--- src/rtl/blkxfer_pkg.sv ---
package blkxfer_pkg;
    typedef enum logic [2:0] {
        ST_IDLE,
        ST_FETCH,
        ST_CAPT,
        ST_STORE,
        ST_PAD
    } seq_state_t;

    // mode bit positions
    localparam int MB_DIR = 0;
    localparam int MB_CMP = 1;
    localparam int MB_REP = 2;

    // flag byte bit positions
    localparam int FB_S  = 7;
    localparam int FB_Z  = 6;
    localparam int FB_H  = 4;
    localparam int FB_PV = 2;
    localparam int FB_N  = 1;
    localparam int FB_C  = 0;
endpackage

--- src/rtl/blkxfer_ptr.sv ---
module blkxfer_ptr #(
    parameter int AW = 16
) (
    input  logic [AW-1:0] hl,
    input  logic [AW-1:0] de,
    input  logic [AW-1:0] bc,
    input  logic          dir_down,
    output logic [AW-1:0] hl_nx,
    output logic [AW-1:0] de_nx,
    output logic [AW-1:0] bc_nx,
    output logic          bc_nz
);
    logic [AW-1:0] step;

    always_comb begin
        step  = dir_down ? {AW{1'b1}} : AW'(1);
        hl_nx = hl + step;
        de_nx = de + step;
        bc_nx = bc - AW'(1);
        bc_nz = |bc_nx;
    end
endmodule

--- src/rtl/blkxfer_cmp.sv ---
module blkxfer_cmp
    import blkxfer_pkg::*;
#(
    parameter int DW = 8
) (
    input  logic [DW-1:0] acc,
    input  logic [DW-1:0] mbyte,
    input  logic          is_cmp,
    input  logic          bc_nz,
    input  logic [7:0]    flg_old,
    output logic [7:0]    flg_new,
    output logic          match
);
    localparam int NIB = (DW >= 8) ? 4 : DW / 2;

    logic [DW-1:0] diff;
    logic          half_borrow;

    always_comb begin
        diff        = acc - mbyte;
        half_borrow = acc[NIB-1:0] < mbyte[NIB-1:0];
        match       = (diff == '0);
        flg_new     = flg_old;
        flg_new[FB_PV] = bc_nz;
        if (is_cmp) begin
            flg_new[FB_S] = diff[DW-1];
            flg_new[FB_Z] = match;
            flg_new[FB_H] = half_borrow;
            flg_new[FB_N] = 1'b1;
        end else begin
            flg_new[FB_H] = 1'b0;
            flg_new[FB_N] = 1'b0;
        end
    end
endmodule

--- src/rtl/blkxfer_seq.sv ---
module blkxfer_seq
    import blkxfer_pkg::*;
#(
    parameter int AW         = 16,
    parameter int DW         = 8,
    parameter int SINGLE_CYC = 16,
    parameter int LOOP_CYC   = 21
) (
    input  logic          clk,
    input  logic          rst,
    input  logic          start,
    input  logic [2:0]    mode,
    input  logic [AW-1:0] hl_in,
    input  logic [AW-1:0] de_in,
    input  logic [AW-1:0] bc_in,
    input  logic [DW-1:0] acc_in,
    input  logic [7:0]    flags_in,
    output logic [AW-1:0] mem_addr,
    output logic          mem_re,
    output logic          mem_we,
    output logic [DW-1:0] mem_wdata,
    input  logic [DW-1:0] mem_rdata,
    output logic [AW-1:0] hl_out,
    output logic [AW-1:0] de_out,
    output logic [AW-1:0] bc_out,
    output logic [7:0]    flags_out,
    output logic          busy,
    output logic          done
);
    localparam int CNT_W = $clog2(LOOP_CYC);
    localparam logic [CNT_W-1:0] LAST_SINGLE = CNT_W'(SINGLE_CYC - 1);
    localparam logic [CNT_W-1:0] LAST_LOOP   = CNT_W'(LOOP_CYC - 1);

    seq_state_t    state, nxt;
    logic [CNT_W-1:0] cnt;
    logic [2:0]    mode_q;
    logic [AW-1:0] hl_q, de_q, bc_q;
    logic [DW-1:0] acc_q, data_q;
    logic [7:0]    flg_q;
    logic          again_q;

    logic [AW-1:0] hl_nx, de_nx, bc_nx;
    logic          bc_nz, match;
    logic [7:0]    flg_nx;
    logic [CNT_W-1:0] cnt_end;
    logic          pad_end;

    blkxfer_ptr #(.AW(AW)) ptr_i (
        .hl       (hl_q),
        .de       (de_q),
        .bc       (bc_q),
        .dir_down (mode_q[MB_DIR]),
        .hl_nx    (hl_nx),
        .de_nx    (de_nx),
        .bc_nx    (bc_nx),
        .bc_nz    (bc_nz)
    );

    blkxfer_cmp #(.DW(DW)) cmp_i (
        .acc     (acc_q),
        .mbyte   (data_q),
        .is_cmp  (mode_q[MB_CMP]),
        .bc_nz   (bc_nz),
        .flg_old (flg_q),
        .flg_new (flg_nx),
        .match   (match)
    );

    assign cnt_end = again_q ? LAST_LOOP : LAST_SINGLE;
    assign pad_end = (state == ST_PAD) && (cnt == cnt_end);

    // next-state logic
    always_comb begin
        nxt = state;
        unique case (state)
            ST_IDLE:  if (start) nxt = ST_FETCH;
            ST_FETCH: nxt = ST_CAPT;
            ST_CAPT:  nxt = ST_STORE;
            ST_STORE: nxt = ST_PAD;
            ST_PAD:   if (pad_end) nxt = again_q ? ST_FETCH : ST_IDLE;
            default:  nxt = ST_IDLE;
        endcase
    end

    // state register and element cycle counter
    always_ff @(posedge clk) begin
        if (rst) begin
            state <= ST_IDLE;
            cnt   <= '0;
        end else begin
            state <= nxt;
            if (state == ST_IDLE || pad_end) cnt <= '0;
            else                             cnt <= cnt + CNT_W'(1);
        end
    end

    // operand registers
    always_ff @(posedge clk) begin
        if (rst) begin
            mode_q  <= '0;
            hl_q    <= '0;
            de_q    <= '0;
            bc_q    <= '0;
            acc_q   <= '0;
            flg_q   <= '0;
            data_q  <= '0;
            again_q <= 1'b0;
        end else begin
            unique case (state)
                ST_IDLE: begin
                    if (start) begin
                        mode_q  <= mode;
                        hl_q    <= hl_in;
                        de_q    <= de_in;
                        bc_q    <= bc_in;
                        acc_q   <= acc_in;
                        flg_q   <= flags_in;
                        again_q <= 1'b0;
                    end
                end
                ST_CAPT: data_q <= mem_rdata;
                ST_STORE: begin
                    hl_q  <= hl_nx;
                    bc_q  <= bc_nx;
                    flg_q <= flg_nx;
                    if (!mode_q[MB_CMP]) de_q <= de_nx;
                    again_q <= mode_q[MB_REP] && bc_nz && !(mode_q[MB_CMP] && match);
                end
                default: ;
            endcase
        end
    end

    // outputs
    always_comb begin
        mem_re    = (state == ST_FETCH);
        mem_we    = (state == ST_STORE) && !mode_q[MB_CMP];
        mem_addr  = (state == ST_STORE) ? de_q : hl_q;
        mem_wdata = data_q;
        busy      = (state != ST_IDLE);
        done      = pad_end && !again_q;
        hl_out    = hl_q;
        de_out    = de_q;
        bc_out    = bc_q;
        flags_out = flg_q;
    end


    done_pulse_chk: assert property (@(posedge clk) disable iff (rst)
        done |=> !done);


    cnt_range_chk: assert property (@(posedge clk) disable iff (rst)
        busy |-> (cnt <= LAST_LOOP));


    write_copy_only_chk: assert property (@(posedge clk) disable iff (rst)
        mem_we |-> !mode_q[MB_CMP]);


    read_write_excl_chk: assert property (@(posedge clk) disable iff (rst)
        !(mem_re && mem_we));


    count_dec_chk: assert property (@(posedge clk) disable iff (rst)
        (state == ST_STORE) |=> (bc_q == $past(bc_q) - AW'(1)));


    dest_hold_chk: assert property (@(posedge clk) disable iff (rst)
        (state == ST_STORE && mode_q[MB_CMP]) |=> $stable(de_q));


    carry_keep_chk: assert property (@(posedge clk) disable iff (rst)
        (state == ST_STORE) |=> (flg_q[FB_C] == $past(flg_q[FB_C])));


    busy_start_chk: assert property (@(posedge clk) disable iff (rst)
        (busy && start && state != ST_PAD) |=> busy);
endmodule

--- config.mk ---
export PLATFORM = sky130hd
export DESIGN_NAME = blkxfer_seq
export DESIGN_NICKNAME = d
export VERILOG_FILES = /design/src/rtl/blkxfer_pkg.sv /design/src/rtl/blkxfer_ptr.sv /design/src/rtl/blkxfer_cmp.sv /design/src/rtl/blkxfer_seq.sv
export SDC_FILE = /design/constraint.sdc
export NUM_CORES = 1
export LEC_CHECK = 0
export BUFFER_PORTS_ARGS = -buffer_cell sky130_fd_sc_hd__buf_2
export CAP_MARGIN = 20
export CELL_PAD_IN_SITES_DETAIL_PLACEMENT = 2
export CELL_PAD_IN_SITES_GLOBAL_PLACEMENT = 2
export CORE_ASPECT_RATIO = 0.75
export CORE_MARGIN = 5
export CORE_UTILIZATION = 27
export DETAILED_ROUTE_END_ITERATION = 10
export HOLD_SLACK_MARGIN = 0.1
export PLACE_DENSITY_LB_ADDON = 0.1
export SLEW_MARGIN = 20
export SYNTH_ARGS = -nofsm -noshare
export SYNTH_HDL_FRONTEND = slang
export SYNTH_SLANG_ARGS = --single-unit
--- constraint.sdc ---
create_clock -name clk -period 2.7 [get_ports clk]
set_clock_uncertainty 0.05 [all_clocks]
set_input_delay 0.135 -clock clk [delete_from_list [all_inputs] [get_ports clk]]
set_output_delay 0.135 -clock clk [all_outputs]
set_load 0.05 [all_outputs]
==> metrics.cfg <==
[floorplanning]
chipHeight_um=137
design.core.area_mm2=0.0212
die_area_mm2=0.0247
rows=46
start_util_pct=27.5
die_w_um=180
num_io_pins=162

[critical_path]
endpoint_kind=register
worstPathRequired_ps=2900
slowest_stage=a311oi_1
r2r_slack_ps=170
crit_family=compound AO/OA/AOI/OAI gates
reg2regPathDepth=8
r2r_end=de_out[14]
critPathLaunch=mode_q[0]
endpoint=de_out[14]
cp_max_fo=15
start_kind=register
critPathMaxStageDelay_ps=420
crit_type=register to register
critPathArrivalTime_ps=2740
worst_r2r_startpoint=mode_q[0]
critical_path_buf_inv_count=1
crit_cells=8
path_cells=buf_4, ha_1, or2_2, o32ai_2, a311oi_2, a311oi_1, xor2_1, a221oi_1

[cts]
clock_tree.root_cell=clkbuf_16
clkTransAtPathRegs_ps=70
cts_tree=done
htreeDepth=3
cts.sinks=84
cts_buffers=9
clk_latency_ps=350
clockBufferDepth=2

[detailed_routing]
viasPerCell=5.24
drc=0
dr.first_iter.drc_count=324
ant_nets=0
routed_wl_um=25900
routedWlPerCell_um=20.1
drtPass1Iterations=4
route.vias.total=6728

[pwr]
total_power_w=0.00492
leakage_nw=3.54
vdd_ir_drop_max_mv=0.270
p_per_area_mw_per_mm2=616

[placed_design]
gp_congestion=0.834
dp_hpwl_um=19100
io_buffers=161

[final_layout]
fin_util_pct=37.7
area_growth_pct=36.9
nNetsFinal=1110
drive_gt1_share_pct=22.7
fillers=2485
diodes=0

[sta]
final_max_slew_viol_count=0
relSlewSlack_pct=47.4
fin_crit_ps=2530
max_freq_mhz=395
worst_pin_slew_ps=790
finalSetupViolations=0
tns_ps=0
final_hold_viol_count=0
fin_crit_sh_pct=93.8
rsz0062_at_grt=false

[logic_synthesis]
yosys-top-cells-area=dfxtp_1, nand2_1, ha_1, a21oi_1, nor2_1
synth_edf_count=0
syn_inst=778
yosysMostFrequentCell=nand2_1
yosys-top-cells-count=nand2_1, dfxtp_1, nor2_1, a21oi_1, o21ai_0
async_reset_ff_share_pct=0
ys_warn_count=0
synth_largest_area_cell=dfxtp_1
ys_types=73
syn_nets=896
synth_seq_area_share_pct=28.8
yosys_register_bits=84
yosysTopAreaCellShare_pct=28.8
synth_area_mm2=0.00583
yosys_most_used_dff=dfxtp_1
syn_avg_cell_area_um2=7.50

[grt]
grt_usage_pct=20.7
grt_pass1_vias=7335
gr-usage-met1_pct=27.5
grt_overflow_total=0
grt_util_met3_pct=3.35
grt_max_degree=64
grt_pass1_wl_um=41200
antenna_found_initial=0
grt_use_met2_pct=36.1
busiest_layer=met2

[run]
maxCapViolCount=0

[hold_path]
hold_start=flags_in[6]
hold_class=input port to register

[run_status]
outcome=finished, final reports clean

## repair_timing
action	in CTS	in global routing
pin swaps	0	1
resized for setup	1	7
endpoints found under the hold margin	61	0
hold buffers	61	0
setup buffers	0	0
endpoints found under the setup margin	2	9
## registers in the layout, indices dropped and copies added, names as in the netlist
| signal | count |
|---|---|
| de_out | 16 |
| mem_wdata | 8 |
| hl_out | 16 |
| state | 3 |
| acc_q | 8 |
| cnt | 5 |
| mode_q | 3 |
| flags_out | 8 |
| bc_out | 16 |
| again_q | 1 |
## final cells by class
cell class / count / area [um^2] / area share, %
Timing Repair Buffer: 248 / 1640 / 20.5
Inverter: 24 / 90.1 / 1.13
Multi-Input combinational cell: 625 / 3890 / 48.7
Tap cell: 288 / 360 / 4.51
Sequential cell: 84 / 1680 / 21.1
Clock buffer: 9 / 225 / 2.82
Clock inverter: 7 / 98.8 / 1.24
## placed cells by master (no fill, tap or decap), types with 3 or more instances in the layout
cell and n:
a31oi_1 12, dlygate4sd3_1 61, a21boi_0 3, buf_4 25, a21o_1 10, a311oi_1 6
dfxtp_1 83, o21a_1 9, nor4_1 6, nand3b_1 5, buf_2 160, clkbuf_16 9
a21oi_1 69, o21ai_0 39, nand3_1 25, inv_1 24, nor2b_1 7, nand2_1 138
nand4_1 4, a211oi_1 16, o211ai_1 11, o31ai_1 4, o21bai_1 3, xor2_1 7
nor3b_1 7, xnor2_1 16, nor2_1 75, or2_2 3, nand2b_1 3, ha_1 38
mux2i_1 11, o22ai_1 4, nor3_1 15, and2_1 4, or3_1 4, and3_1 8
a221oi_1 8
## layer usage
metal	up-vias	wire length [um]	part of all wire (%)
li1	3253	-	-
met1	3354	12500	48
met2	108	12400	48
met3	13	746	2.9
met4	0	238	0.92
met5	-	0	0
## per-stage QoR
step / std cells / cell area [um^2] / worst slack [ps] / hold WS, ps
2_1_floorplan: 778 / 5830 / 21.5 / 214
3_3_place_gp: 1208 / 7020 / 158 / 311
3_5_place_dp: 1208 / 7020 / -11.0 / 325
4_1_cts: 1285 / 7960 / 82.4 / 110
5_1_grt: 1285 / 7990 / 20.5 / 114
6_report: 1285 / 7990 / 167 / 116
## how the worst min path moves through the flow
stage | cells past startpoint | endpoint | slack (ps)
floorplan | 2 | mode_q[0] | 210
global route | 3 | flags_out[6] | 110
CTS | 3 | de_out[6] | 110
detailed placement | 3 | mem_wdata[5] | 330
global placement | 3 | mem_wdata[2] | 310
finish | 3 | flags_out[6] | 120
## power breakdown
group,internal (W),leakage (nW),switching [W]
Sequential,0.00136,0.689,0.000172
Combinational,0.000649,2.69,0.00131
Clock,0.000819,0.156,0.000605
Total,0.00283,3.54,0.00209
## tightest hold or removal path, delay by kind of cell
kind,cells,cell delay [ps]
compound gates,2,220
buf+inv,1,110
## cell families (layout without fill, tap and decap cells)
kind of cell / after synthesis / count (layout) / share of synthesized area [%]
simple gates: 320 / 320 / 25.5
compound gates: 230 / 230 / 26.0
flops: 84 / 84 / 28.8
buf+inv: 69 / 288 / 5.23
fa+ha+maj: 40 / 40 / 8.84
xor+xnor: 23 / 23 / 3.45
mux: 12 / 12 / 2.08
Power figures use the tool's default switching activity.
